### src/rtl/steer_pkg.sv
package steer_pkg;

    typedef enum logic [2:0] {
        ST_IDLE,
        ST_LOCK,
        ST_SEL,
        ST_ACC,
        ST_UNSEL,
        ST_FREE,
        ST_DONE
    } st_e;

    typedef enum logic [1:0] {
        MD_STEER  = 2'd0,
        MD_BCAST  = 2'd1,
        MD_DIRECT = 2'd2,
        MD_RSVD   = 2'd3
    } mode_e;

    // Successor of a bus state once its access has been acknowledged.
    function automatic st_e step_on_ack(st_e s, mode_e m, logic wr, logic sem_ok);
        st_e n;
        n = s;
        case (s)
            ST_LOCK:  n = sem_ok ? ((m == MD_STEER) ? ST_SEL : ST_ACC) : ST_LOCK;
            ST_SEL:   n = ST_ACC;
            ST_ACC:   n = (m == MD_DIRECT) ? ST_DONE :
                          ((m == MD_STEER) && wr) ? ST_UNSEL : ST_FREE;
            ST_UNSEL: n = ST_FREE;
            ST_FREE:  n = ST_DONE;
            default:  n = s;
        endcase
        return n;
    endfunction

    function automatic mode_e norm_mode(logic [1:0] raw);
        return (raw == MD_RSVD) ? MD_DIRECT : mode_e'(raw);
    endfunction

endpackage

### src/rtl/steer_tmo.sv
module steer_tmo #(
    parameter int LIMIT = 500
) (
    input  logic clk,
    input  logic rst,
    input  logic clr,
    input  logic run,
    output logic expired
);
    localparam int CW = $clog2(LIMIT + 1);
    localparam logic [CW-1:0] LAST = CW'(LIMIT - 1);
    localparam logic [CW-1:0] TOP  = CW'(LIMIT);

    logic [CW-1:0] cnt;

    always_ff @(posedge clk) begin
        if (rst || clr) begin
            cnt <= '0;
        end else if (run && cnt != TOP) begin
            cnt <= cnt + 1'b1;
        end
    end

    // cnt holds the cycles already spent; the current cycle adds one.
    assign expired = (cnt >= LAST);

endmodule

### src/rtl/steer_busmux.sv
module steer_busmux
    import steer_pkg::*;
#(
    parameter int AW = 24,
    parameter int DW = 32,
    parameter int GW = 4,
    parameter int IW = 4,
    parameter int MC_POS = 31,
    parameter logic [AW-1:0] SEL_ADDR = 'h00FDC,
    parameter logic [AW-1:0] SEM_ADDR = 'h00FD0
) (
    input  st_e           st,
    input  logic [AW-1:0] tgt_addr,
    input  logic          tgt_wr,
    input  logic [GW-1:0] grp,
    input  logic [IW-1:0] inst,
    input  logic [DW-1:0] tgt_wdata,
    output logic          req,
    output logic          we,
    output logic [AW-1:0] addr,
    output logic [DW-1:0] wdata
);
    logic [DW-1:0] sel_word;
    logic [DW-1:0] mc_only;

    always_comb begin
        sel_word = '0;
        sel_word[IW-1:0]     = inst;
        sel_word[IW+GW-1:IW] = grp;
        sel_word[MC_POS]     = ~tgt_wr;
        mc_only = '0;
        mc_only[MC_POS] = 1'b1;
    end

    always_comb begin
        req   = 1'b1;
        we    = 1'b0;
        addr  = tgt_addr;
        wdata = '0;
        case (st)
            ST_LOCK:  begin addr = SEM_ADDR; end
            ST_SEL:   begin we = 1'b1; addr = SEL_ADDR; wdata = sel_word; end
            ST_ACC:   begin we = tgt_wr; wdata = tgt_wdata; end
            ST_UNSEL: begin we = 1'b1; addr = SEL_ADDR; wdata = mc_only; end
            ST_FREE:  begin we = 1'b1; addr = SEM_ADDR; wdata = DW'(1); end
            default:  begin req = 1'b0; end
        endcase
    end

endmodule

### src/rtl/steer_seq.sv
module steer_seq
    import steer_pkg::*;
#(
    parameter int AW = 24,
    parameter int DW = 32,
    parameter int GW = 4,
    parameter int IW = 4,
    parameter int MC_POS = 31,
    parameter int TIMEOUT_CYC = 500,
    parameter logic [AW-1:0] SEL_ADDR = 'h00FDC,
    parameter logic [AW-1:0] SEM_ADDR = 'h00FD0
) (
    input  logic          clk,
    input  logic          rst,
    input  logic          req_valid,
    output logic          req_ready,
    input  logic [1:0]    req_mode,
    input  logic          req_write,
    input  logic [AW-1:0] req_addr,
    input  logic [GW-1:0] req_group,
    input  logic [IW-1:0] req_inst,
    input  logic [DW-1:0] req_wdata,
    output logic [DW-1:0] rsp_rdata,
    output logic          rsp_done,
    output logic          rsp_timeout,
    output logic          bus_req,
    output logic          bus_we,
    output logic [AW-1:0] bus_addr,
    output logic [DW-1:0] bus_wdata,
    input  logic          bus_ack,
    input  logic [DW-1:0] bus_rdata
);
    st_e           st;
    mode_e         r_mode;
    mode_e         in_mode;
    logic          r_wr;
    logic [AW-1:0] r_addr;
    logic [GW-1:0] r_grp;
    logic [IW-1:0] r_inst;
    logic [DW-1:0] r_wdata;
    logic [DW-1:0] rdata_q;
    logic          tmo_q;
    logic          accept;
    logic          expired;
    logic          sem_ok;

    assign in_mode   = norm_mode(req_mode);
    assign req_ready = (st == ST_IDLE);
    assign accept    = req_valid && req_ready;
    assign sem_ok    = bus_rdata[0] || expired;

    steer_tmo #(.LIMIT(TIMEOUT_CYC)) u_tmo (
        .clk     (clk),
        .rst     (rst),
        .clr     (accept),
        .run     (st == ST_LOCK),
        .expired (expired)
    );

    steer_busmux #(
        .AW(AW), .DW(DW), .GW(GW), .IW(IW), .MC_POS(MC_POS),
        .SEL_ADDR(SEL_ADDR), .SEM_ADDR(SEM_ADDR)
    ) u_mux (
        .st        (st),
        .tgt_addr  (r_addr),
        .tgt_wr    (r_wr),
        .grp       (r_grp),
        .inst      (r_inst),
        .tgt_wdata (r_wdata),
        .req       (bus_req),
        .we        (bus_we),
        .addr      (bus_addr),
        .wdata     (bus_wdata)
    );

    always_ff @(posedge clk) begin
        if (rst) begin
            st      <= ST_IDLE;
            r_mode  <= MD_DIRECT;
            r_wr    <= 1'b0;
            r_addr  <= '0;
            r_grp   <= '0;
            r_inst  <= '0;
            r_wdata <= '0;
            rdata_q <= '0;
            tmo_q   <= 1'b0;
        end else begin
            case (st)
                ST_IDLE: begin
                    if (req_valid) begin
                        r_mode  <= in_mode;
                        r_wr    <= req_write || (in_mode == MD_BCAST);
                        r_addr  <= req_addr;
                        r_grp   <= req_group;
                        r_inst  <= req_inst;
                        r_wdata <= req_wdata;
                        tmo_q   <= 1'b0;
                        st      <= (in_mode == MD_DIRECT) ? ST_ACC : ST_LOCK;
                    end
                end
                ST_DONE: st <= ST_IDLE;
                default: begin
                    if (bus_ack) begin
                        if (st == ST_LOCK && !bus_rdata[0] && expired) begin
                            tmo_q <= 1'b1;
                        end
                        if (st == ST_ACC && !r_wr) begin
                            rdata_q <= bus_rdata;
                        end
                        st <= step_on_ack(st, r_mode, r_wr, sem_ok);
                    end
                end
            endcase
        end
    end

    assign rsp_rdata   = rdata_q;
    assign rsp_done    = (st == ST_DONE);
    assign rsp_timeout = tmo_q;

endmodule

### config.mk
export PLATFORM = sky130hd
export DESIGN_NAME = steer_seq
export DESIGN_NICKNAME = d
export VERILOG_FILES = /design/src/rtl/steer_pkg.sv /design/src/rtl/steer_tmo.sv /design/src/rtl/steer_busmux.sv /design/src/rtl/steer_seq.sv
export SDC_FILE = /design/constraint.sdc
export NUM_CORES = 1
export LEC_CHECK = 0
export BUFFER_PORTS_ARGS = -buffer_cell sky130_fd_sc_hd__buf_2
export CAP_MARGIN = 20
export CORE_MARGIN = 2
export CORE_UTILIZATION = 45
export CTS_CLUSTER_SIZE = 25
export DETAILED_ROUTE_END_ITERATION = 6
export GPL_ROUTABILITY_DRIVEN = 0
export PLACE_DENSITY = 0.76
export SKIP_LAST_GASP = 1
export SLEW_MARGIN = 20
export SYNTH_ARGS = -nofsm -noshare
export SYNTH_HDL_FRONTEND = slang
export SYNTH_SLANG_ARGS = --single-unit
### constraint.sdc
create_clock -name clk -period 4.6 [get_ports clk]
set_input_delay 1.38 -clock clk [delete_from_list [all_inputs] [get_ports clk]]
set_output_delay 1.38 -clock clk [all_outputs]
set_load 0.05 [all_outputs]
==> impl_metrics.toml <==
[floorplanning]
start_util = 0.4610
dieHeight_um = 106.6
dieArea_um2 = 11370
io_pins = 196
placementRows = 37
core_area_um2 = 10280
fp.dieW_um = 106.6

[route]
avgRoutedWirePerCell_um = 13.00
ant_nets = 0
drt-initial-drc-count = 303
drc = 0
num_vias = 4604
viasPerCell = 4.983
finalWirelength_um = 12020
drt-pass1-iter-count = 4

[critical_path]
max_stage_delay_ns = 0.76
critPathKind = "reg -> out"
critPathMaxFanout = 24
path_buf_inv = 1
critical_path_cell_count = 3
reg2reg_depth = 5
start_kind = "flop"
path_cells = "and3b_1 -> and2_1 -> buf_2"
worstPathArrival_ns = 2.31
cp.required_ns = 3.22
cp-end-kind = "output port"
cp_slowest_cell = "dfxtp_1"
critPathTopFamily = "simple AND/OR/NAND/NOR gates"

[placed_design]
port_buffers = 195
place_hpwl_um = 8534

[yosys]
ys.flop_type = "dfxtp_1"
synthCells = 615
synth_edf_count = 0
syn-num-nets = 720
yosysWarnings = 0
synth-seq-cells = 112
synth_top_area_share = 0.4732
syn_area_per_cell_um2 = 7.705
synth_cell_types = 48
async_reset_ff_frac = 0
yosysTopAreaCell = "dfxtp_1"
syn_area_um2 = 4738
ys_top_cells_by_area = "dfxtp_1 (47%), nand2_1 (16%), a21oi_1 (11%), and2_1 (3.7%), clkbuf_1 (2.7%)"
yosysSeqAreaShare = 0.4732

[cts]
ctsResizeCount = 0
cts_hold_buf = 0
ctsRootBufferMaster = "clkbuf_8"
path_clk_slew_ns = 0.11
clk_path_buf_depth = 2
cts_sinks = 112
cts_tree = "built"
numCtsBuffers = 9
htreeDepth = 3
clock_latency_ns = 0.37
cts_setup_buffers = 0

[timing]
fin_skew_ns = 0.01459
fin_tns_setup_ns = 0
fmax_mhz = 270.8
finalCriticalPeriod_ns = 3.693
final_max_slew_viol_count = 0
setup_violations = 0
hold_viol = 0
worst_slew_pin_slew_ns = 0.7382
fin_crit_sh = 0.8028
slew_headroom = 0.5079
rsz0062_at_grt = "no"

[global_route]
grt_pass1_vias = 4214
antenna_found_initial = 1
grt_max_degree = 71
grt_overflow = 0
grtUsageTotal = 0.2072
grt_pass1_wl_um = 19220

[pwr]
powerDensity_nw_per_um2 = 475.7
p_leak_uw = 0.002638
power_uw = 2830
peakVddDrop_v = 0.0002491

[finish]
fillers = 1011
drive_gt1_frac = 0.2846
num-nets-final = 887
area_delta_synth_final_pct = 25.56

[min_path]
hold_depth = 2
min_path_type = "reg -> reg"

[run]
maxCapViolations = 0

[outcome]
status = "completed"
==> cells in the mapped netlist (all sizes together) (3+ instances only) <==
cell type / instances
and3b: 3
mux2i: 9
buf: 11
o21ai: 6
nand2b: 4
nor2b: 18
dfxtp: 112
nand2: 202
nor2: 21
a21oi: 106
nor3: 4
nand3b: 3
clkbuf: 34
and2: 28
nand4: 4
xor2: 5
inv: 6
or2: 7
==> worst register-to-register path: cells and delay by family (launching register included) <==
kind / cells / cell delay, ns
flip-flops: 1 / 0.76
buffers and inverters: 1 / 0.33
AND/OR/NAND/NOR: 3 / 1.26
AO/OA/AOI/OAI: 1 / 0.07
==> per-stage QoR <==
stage / utilization / hold slack, ns / worst slack [ns] / instances / area [um^2]
2_1_floorplan: - / 0.4316 / 1.003 / 615 / 4738
3_3_place_gp: 0.5588 / 0.4379 / 1.433 / 906 / 5743
3_5_place_dp: 0.5600 / 0.4419 / 1.307 / 907 / 5756
4_1_cts: 0.5786 / 0.4587 / 0.8861 / 923 / 5947
5_1_grt: 0.5786 / 0.4787 / 0.7033 / 923 / 5947
6_report: 0.5789 / 0.4557 / 0.9069 / 924 / 5949
==> routing by layer <==
| metal | global-route usage | wire, um |
|---|---|---|
| met2 | 0.3585 | 5943 |
| met4 | 0.08905 | 264 |
| met3 | 0.03769 | 687 |
| met1 | 0.2521 | 5110 |
| met5 | 0 | 10 |
==> final cells by class <==
| class | instances | area [um^2] | share of cell area |
|---|---|---|---|
| Antenna cell | 1 | 2.502 | 0.0004206 |
| Sequential cell | 112 | 2242 | 0.3769 |
| Timing Repair Buffer | 201 | 1027 | 0.1727 |
| Multi-Input combinational cell | 452 | 2293 | 0.3855 |
| Tap cell | 136 | 170.2 | 0.02860 |
| Clock inverter | 6 | 63.81 | 0.01073 |
| Clock buffer | 10 | 127.6 | 0.02145 |
| Inverter | 6 | 22.52 | 0.003785 |
==> sequential cells by signal (all words and copies together) (netlist names) <==
signal,count
r_inst,4
rsp_timeout,1
rsp_rdata,32
r_addr,24
r_wdata,32
r_wr,1
u_tmo.cnt,9
r_mode,2
st,3
r_grp,4
==> layout by cell type, fill, tap and decap left out, types with 7 or more instances in the layout <==
| cell | netlist | routed |
|---|---|---|
| nor2_1 | 21 | 21 |
| and2_1 | 28 | 27 |
| or2_1 | 7 | 7 |
| nand2_1 | 202 | 201 |
| nor2b_1 | 18 | 18 |
| buf_2 | 8 | 194 |
| mux2i_1 | 9 | 9 |
| a21oi_1 | 106 | 106 |
| dfxtp_1 | 112 | 112 |
| clkbuf_8 | 0 | 9 |
==> power by group <==
group	internal (uW)	total [uW]	leakage, uW	switching [uW]
clock network	213	569	0.0000937	356
logic	301	1090	0.00163	791
registers	1080	1170	0.000911	91.8
total	1590	2830	0.00264	1240
==> worst paths after layout <==
path	slack, ns	startpoint	to
worst max register to register	2.03	st[1]	rsp_rdata[16]
worst max-delay path	0.91	st[1]	bus_wdata[30]
worst min register to register	0.46	rsp_timeout	rsp_timeout
worst min-delay path	0.46	rsp_timeout	rsp_timeout
==> kinds of logic after synthesis <==
group / count (synthesis) / synth area share
simple gates: 307 / 0.2950
compound gates: 126 / 0.1466
fa+ha+maj: 2 / 0.005280
flops: 112 / 0.4732
xor+xnor: 7 / 0.01294
mux: 10 / 0.02139
buf+inv: 51 / 0.04568
Power figures use the tool's default switching activity.
